`config.mk`:
```
export PLATFORM = sky130hd
export DESIGN_NAME = ling_add8
export DESIGN_NICKNAME = d
export VERILOG_FILES = /design/src/rtl/ling_pkg.sv /design/src/rtl/lg_bit_class.sv /design/src/rtl/lg_group.sv /design/src/rtl/lg_sum_sel.sv /design/src/rtl/ling_add8.sv
export SDC_FILE = /design/constraint.sdc
export NUM_CORES = 1
export LEC_CHECK = 0
export BUFFER_PORTS_ARGS = -buffer_cell sky130_fd_sc_hd__buf_2
export CORE_MARGIN = 5
export CORE_UTILIZATION = 51
export DETAILED_ROUTE_END_ITERATION = 7
export GPL_TIMING_DRIVEN = 0
export PLACE_DENSITY = 0.83
export SYNTH_ARGS = -nofsm -noshare
export SYNTH_HDL_FRONTEND = slang
export SYNTH_SLANG_ARGS = --single-unit
```
`constraint.sdc`:
```
create_clock -name clk_i -period 0.8 [get_ports clk_i]
set_clock_uncertainty 0.1 [all_clocks]
set_input_delay 0.04 -clock clk_i [delete_from_list [all_inputs] [get_ports clk_i]]
set_output_delay 0.04 -clock clk_i [all_outputs]
set_load 0.02 [all_outputs]
```
`src/rtl/ling_pkg.sv`:
```
package ling_pkg;
  localparam int unsigned ADD_W = 8;
  localparam int unsigned GRP_W = 4;

  typedef struct packed {
    logic gen;
    logic prop;
    logic kill;
  } gpk_t;
endpackage

```
`src/rtl/lg_bit_class.sv`:
```
module lg_bit_class
  import ling_pkg::*;
#(
  parameter int unsigned W = ADD_W
) (
  input  logic [W-1:0] a_i,
  input  logic [W-1:0] b_i,
  output gpk_t [W-1:0] cls_o
);
  for (genvar i = 0; i < W; i++) begin : g_bit
    assign cls_o[i].gen  = a_i[i] & b_i[i];
    assign cls_o[i].prop = a_i[i] ^ b_i[i];
    assign cls_o[i].kill = ~(a_i[i] | b_i[i]);
  end
endmodule

```
`src/rtl/lg_group.sv`:
```
// One valency-GW Ling group, computed from raw operand bits.
module lg_group #(
  parameter int unsigned GW       = 4,
  parameter bit          PROP_XOR = 1'b1
) (
  input  logic [GW-1:0] a_i,
  input  logic [GW-1:0] b_i,
  input  logic          t_below_i,  // OR-propagate of the bit under the group
  output logic          h_o,        // pseudo-generate, top propagate dropped
  output logic          i_o,        // pseudo-propagate, shifted down one bit
  output logic [GW-1:0] c0_o,       // carry into each bit, pseudo carry in = 0
  output logic [GW-1:0] c1_o        // carry into each bit, pseudo carry in = 1
);
  logic [GW-1:0] g, t;

  for (genvar k = 0; k < GW; k++) begin : g_gt
    assign g[k] = a_i[k] & b_i[k];
    if (PROP_XOR) begin : g_x
      assign t[k] = a_i[k] ^ b_i[k];
    end else begin : g_o
      assign t[k] = a_i[k] | b_i[k];
    end
  end

  always_comb begin
    logic run, tr;
    run = 1'b0;
    tr  = 1'b1;
    for (int k = 0; k < GW; k++) begin
      c0_o[k] = run;
      c1_o[k] = run | (tr & t_below_i);
      run     = g[k] | (t[k] & run);
      tr      = tr & t[k];
    end
  end

  assign h_o = g[GW-1] | c0_o[GW-1];
  always_comb begin
    logic tp;
    tp = t_below_i;
    for (int k = 0; k < GW-1; k++) tp = tp & (a_i[k] | b_i[k]);
    i_o = tp;
  end
endmodule

```
`src/rtl/lg_sum_sel.sv`:
```
// Fused carry select and XOR per bit.
module lg_sum_sel #(
  parameter int unsigned W = 8
) (
  input  logic [W-1:0] p_i,
  input  logic [W-1:0] c0_i,
  input  logic [W-1:0] c1_i,
  input  logic [W-1:0] sel_i,
  output logic [W-1:0] sum_o
);
  for (genvar i = 0; i < W; i++) begin : g_sum
    assign sum_o[i] = (sel_i[i] & (p_i[i] ^ c1_i[i])) |
                      (~sel_i[i] & (p_i[i] ^ c0_i[i]));
  end
endmodule

```
`src/rtl/ling_add8.sv`:
```
module ling_add8
  import ling_pkg::*;
#(
  parameter int unsigned W        = ADD_W,
  parameter int unsigned GW       = GRP_W,
  parameter bit          PROP_XOR = 1'b1,
  parameter bit          REG_OUT  = 1'b1
) (
  input  logic         clk_i,
  input  logic         rst_ni,
  input  logic [W-1:0] a_i,
  input  logic [W-1:0] b_i,
  input  logic         cin_i,
  output logic [W-1:0] sum_o,
  output logic         cout_o
);
  localparam int unsigned NG = W / GW;

  gpk_t [W-1:0] cls;
  logic [NG:0]  h_chain;
  logic [NG-1:0] h_grp, i_grp;
  logic [W-1:0] c0, c1, sel, p;
  logic [W-1:0] sum_c;
  logic         cout_c;

  lg_bit_class #(.W(W)) u_cls (
    .a_i  (a_i),
    .b_i  (b_i),
    .cls_o(cls)
  );

  assign h_chain[0] = cin_i;

  for (genvar gi = 0; gi < NG; gi++) begin : g_grp
    logic t_below;
    if (gi == 0) begin : g_lo
      assign t_below = cin_i;  // pseudo bit: both inputs tied to carry-in
    end else begin : g_hi
      assign t_below = a_i[gi*GW-1] | b_i[gi*GW-1];
    end

    lg_group #(.GW(GW), .PROP_XOR(PROP_XOR)) u_grp (
      .a_i      (a_i[gi*GW +: GW]),
      .b_i      (b_i[gi*GW +: GW]),
      .t_below_i(t_below),
      .h_o      (h_grp[gi]),
      .i_o      (i_grp[gi]),
      .c0_o     (c0[gi*GW +: GW]),
      .c1_o     (c1[gi*GW +: GW])
    );

    assign sel[gi*GW +: GW] = {GW{h_chain[gi]}};
    assign h_chain[gi+1]    = h_grp[gi] | (i_grp[gi] & h_chain[gi]);
  end

  for (genvar i = 0; i < W; i++) begin : g_p
    assign p[i] = cls[i].prop;
  end

  lg_sum_sel #(.W(W)) u_sum (
    .p_i  (p),
    .c0_i (c0),
    .c1_i (c1),
    .sel_i(sel),
    .sum_o(sum_c)
  );

  assign cout_c = (a_i[W-1] | b_i[W-1]) & h_chain[NG];

  if (REG_OUT) begin : g_reg
    always_ff @(posedge clk_i or negedge rst_ni) begin
      if (!rst_ni) begin
        sum_o  <= '0;
        cout_o <= 1'b0;
      end else begin
        sum_o  <= sum_c;
        cout_o <= cout_c;
      end
    end
  end else begin : g_comb
    assign sum_o  = sum_c;
    assign cout_o = cout_c;
  end

  // ---------------- assertions ----------------
  logic past_valid;
  always_ff @(posedge clk_i or negedge rst_ni) begin
    if (!rst_ni) past_valid <= 1'b0;
    else         past_valid <= 1'b1;
  end

  logic [W:0] ref_sum;
  logic [GW:0] ref_lo;
  assign ref_sum = {1'b0, a_i} + {1'b0, b_i} + {{W{1'b0}}, cin_i};
  assign ref_lo  = {1'b0, a_i[GW-1:0]} + {1'b0, b_i[GW-1:0]} + {{GW{1'b0}}, cin_i};

  for (genvar i = 0; i < W; i++) begin : g_ast_cls
    AST_GPK_ONEHOT: assert property (@(posedge clk_i) disable iff (!rst_ni)
      $countones({cls[i].gen, cls[i].prop, cls[i].kill}) == 1);
  end

  AST_CIN_ENTRY: assert property (@(posedge clk_i) disable iff (!rst_ni)
    (a_i == '0 && b_i == '0) |-> (sum_c == {{(W-1){1'b0}}, cin_i} && !cout_c));

  AST_LO_CARRY: assert property (@(posedge clk_i) disable iff (!rst_ni)
    ((a_i[GW-1] | b_i[GW-1]) & h_chain[1]) == ref_lo[GW]);

  AST_HI_SELECT: assert property (@(posedge clk_i) disable iff (!rst_ni)
    (h_chain[1] ? c1[GW] : c0[GW]) == (ref_lo[GW] ? 1'b1 : 1'b0));

  AST_SUM_XOR: assert property (@(posedge clk_i) disable iff (!rst_ni)
    (sum_c ^ (a_i ^ b_i)) == (ref_sum[W-1:0] ^ a_i ^ b_i));

  AST_COUT: assert property (@(posedge clk_i) disable iff (!rst_ni)
    cout_c == ref_sum[W]);

  AST_ADD_MATCH: assert property (@(posedge clk_i) disable iff (!rst_ni)
    {cout_c, sum_c} == ref_sum);

  if (REG_OUT) begin : g_ast_reg
    AST_REG_LATENCY: assert property (@(posedge clk_i) disable iff (!rst_ni)
      past_valid |-> ({cout_o, sum_o} == $past({cout_c, sum_c})));
  end
endmodule

```
==> impl_metrics.json <==
{
  "outcome": "finished, violations left",
  "violations": "hold timing, setup timing",
  "end_kind": "flip-flop",
  "grt_usage": 0.139,
  "initial_core_util": 0.533,
  "n_antenna_cell": 0,
  "hp-start": "cin_i",
  "synthCells": 75,
  "mostFrequentLayoutCell": "inv_1",
  "synth_largest_area_cell": "dfrtp_1",
  "switchingPower_uw": 595,
  "cap_violations": 0,
  "finalSetupTns_ns": -6.94,
  "hold_class": "input port to flip-flop",
  "yosysWarningCount": 0,
  "drtIter0Drc": 10,
  "p_per_area_mw_per_mm2": 1510,
  "fmax_mhz": 548,
  "crit_required_ns": 0.83,
  "grt_pass1_wl_mm": 2.72,
  "fillers": 96,
  "rows": 14,
  "worstPathMaxFanout": 3,
  "grt_pass1_vias": 638,
  "num_vias": 648,
  "finalPower_uw": 1800,
  "postSynthNetCount": 112,
  "area_delta_synth_final_pct": 48.4,
  "worst-path-buf-inv": 2,
  "fp.dieH_microns": 49.7,
  "p_int_uw": 1210,
  "hold_ws_ns": -0.00282,
  "place_congestion": 0.743,
  "antenna_found_initial": 0,
  "layout-drive-gt1-share": 0.500,
  "finalHoldViolations": 1,
  "rsz0062_at_grt": "true",
  "numClockSinks": 9,
  "period_minus_slack_ns": 1.82,
  "core_area_sq_mm": 0.00151,
  "numPlacedInstances": 118,
  "worstMarginPinSlew_ns": 0.479,
  "final_nets": 150,
  "ys_seq_area_frac": 0.280,
  "wl_per_cell_microns": 14.3,
  "finalMaxSlewViolations": 0,
  "hold_end": "sum_o[1]",
  "portBuffers": 27,
  "worstSetupPathType": "input port to flip-flop",
  "clockRootBuffer": "clkbuf_4",
  "instances_no_fill": 128,
  "arrival_ns": 1.86,
  "netlist_top_cells_area": "dfrtp_1 28%, ha_1 19%, fa_1 15%",
  "avgSynthCellArea_sq_um": 10.7,
  "synth-seq-cells": 9,
  "grt-ovfl-total": 0,
  "leakage_uw": 0.000611,
  "cts_tree": "yes",
  "swShare": 0.330,
  "cts_buffer_depth": 2,
  "setup_viol": 17,
  "crit_slowest_cell": "fa_2",
  "drc": 0,
  "syn-cell-area_sq_um": 803,
  "layout_common_cells": "18 x inv_1, 15 x buf_2, 12 x buf_6",
  "die_area_sq_mm": 0.00247,
  "yosys.cell_types.count": 23,
  "max_slew_margin": 0.679,
  "io_pins": 28,
  "h-tree-depth": 1,
  "p_comb_frac": 0.492,
  "cp_common_cell": "fa_2",
  "min_path_cells": 2,
  "finalWorstSetupSlack_ns": -1.02,
  "crit_path_start_kind": "input port",
  "critical-path-top-delay-family": "adder cells",
  "first_pass_iters": 5,
  "finalCritPeriodShare": 2.28,
  "synth_top_area_share": 0.280,
  "clk_pin_slew_ns": 0.06,
  "dieWidth_microns": 49.7,
  "routed_via_density": 5.06,
  "cts_made_buffers": 3,
  "wl_mm": 1.83,
  "place_hpwl_mm": 1.23,
  "multi_input_area_sq_um": 573,
  "p_seq_frac": 0.324,
  "ant_nets": 0,
  "fin_util": 0.792,
  "cpPeakStageDelay_ns": 0.36,
  "worstPathCellList": "buf_8 > ha_4 > fa_2 > fa_2 > or2_4 > buf_4 > nor2_4 > mux2_4",
  "p_clk_frac": 0.184,
  "layout.area.seq_sq_um": 225,
  "grt_max_degree": 10,
  "ctsHoldBuffers": 1,
  "ir_drop_mv": 0.660
}
==> layout make-up <==
type,instances,share of cell area
flip-flops and latches,9,0.189
clock buffers,4,0.0220
well taps,16,0.0168
multi-input cells,46,0.481
inverters,20,0.0693
repair buffers,33,0.222
==> metrics by stage <==
step | hold WS [ns] | worst slack [ns] | cell area [sq um]
final | -0.00282 | -1.02 | 1190
after global routing | -0.0115 | -1.03 | 1190
after CTS | -0.0206 | -0.945 | 1170
after detailed placement | -0.206 | -1.30 | 991
after global placement | -0.212 | -1.28 | 991
after floorplan | -0.356 | -1.08 | 836
==> Yosys cell counts (all sizes together) <==
| library cell | number |
|---|---|
| o2111ai | 1 |
| inv | 20 |
| xnor2 | 4 |
| a41oi | 1 |
| mux2i | 1 |
| nor4b | 1 |
| ha | 12 |
| fa | 6 |
| a21oi | 2 |
| a22o | 1 |
| o32a | 1 |
| or2 | 1 |
| nor2 | 2 |
| nand2b | 2 |
| dfrtp | 9 |
| or3b | 2 |
| nor3 | 1 |
| o21ai | 2 |
| nor4 | 1 |
| mux2 | 3 |
| and3b | 1 |
| o211ai | 1 |
==> power by group through the flow <==
stage	Sequential (uW)	Combinational [uW]	Clock, uW
after global placement	564	637	0
after CTS	579	831	342
after floorplan	688	310	0
final	583	888	332
after detailed placement	564	651	0
after global routing	595	952	381
==> cell families after synthesis <==
| kind of cell | after synthesis | share of synthesized area |
|---|---|---|
| DFF | 9 | 0.280 |
| xor gates and xnor gates | 4 | 0.0436 |
| AOI/OAI and AO/OA | 9 | 0.0826 |
| muxes | 4 | 0.0545 |
| and+or+nand+nor | 11 | 0.109 |
| adders and majority gates | 18 | 0.336 |
| buffers and inverters | 20 | 0.0935 |
==> worst max-delay path by stage <==
| stage | start | to | slack [ns] | cells after the start |
|---|---|---|---|---|
| 2_1_floorplan | a_i[0] | sum_o[7] | -1.08 | 6 |
| 3_3_place_gp | b_i[0] | sum_o[5] | -1.28 | 7 |
| 3_5_place_dp | a_i[0] | sum_o[7] | -1.30 | 7 |
| 4_1_cts | b_i[0] | sum_o[7] | -0.95 | 7 |
| 5_1_grt | b_i[0] | sum_o[7] | -1.03 | 7 |
| 6_report | b_i[0] | sum_o[5] | -1.02 | 8 |
==> flip-flops by register name (all words and copies together), names as in the netlist <==
name,flops
cout_o,1
sum_o,8
==> repair_timing <==
item | in CTS | in global routing
endpoints found under the setup margin | 17 | 17
resized for setup | 33 | 2
setup buffers | 4 | 1
pin swaps | 8 | 2
hold endpoints to repair | 11 | 2
==> layer usage <==
| layer | share of wire | track usage | wire (microns) | vias to the layer above |
|---|---|---|---|---|
| li1 | - | - | - | 318 |
| met1 | 0.38 | 0.156 | 694 | 305 |
| met5 | 0 | 0 | 0 | - |
| met3 | 0.046 | 0.0301 | 84 | 4 |
| met2 | 0.56 | 0.271 | 1020 | 21 |
| met4 | 0.016 | 0.0131 | 29 | 0 |
Power figures use the tool's default switching activity.
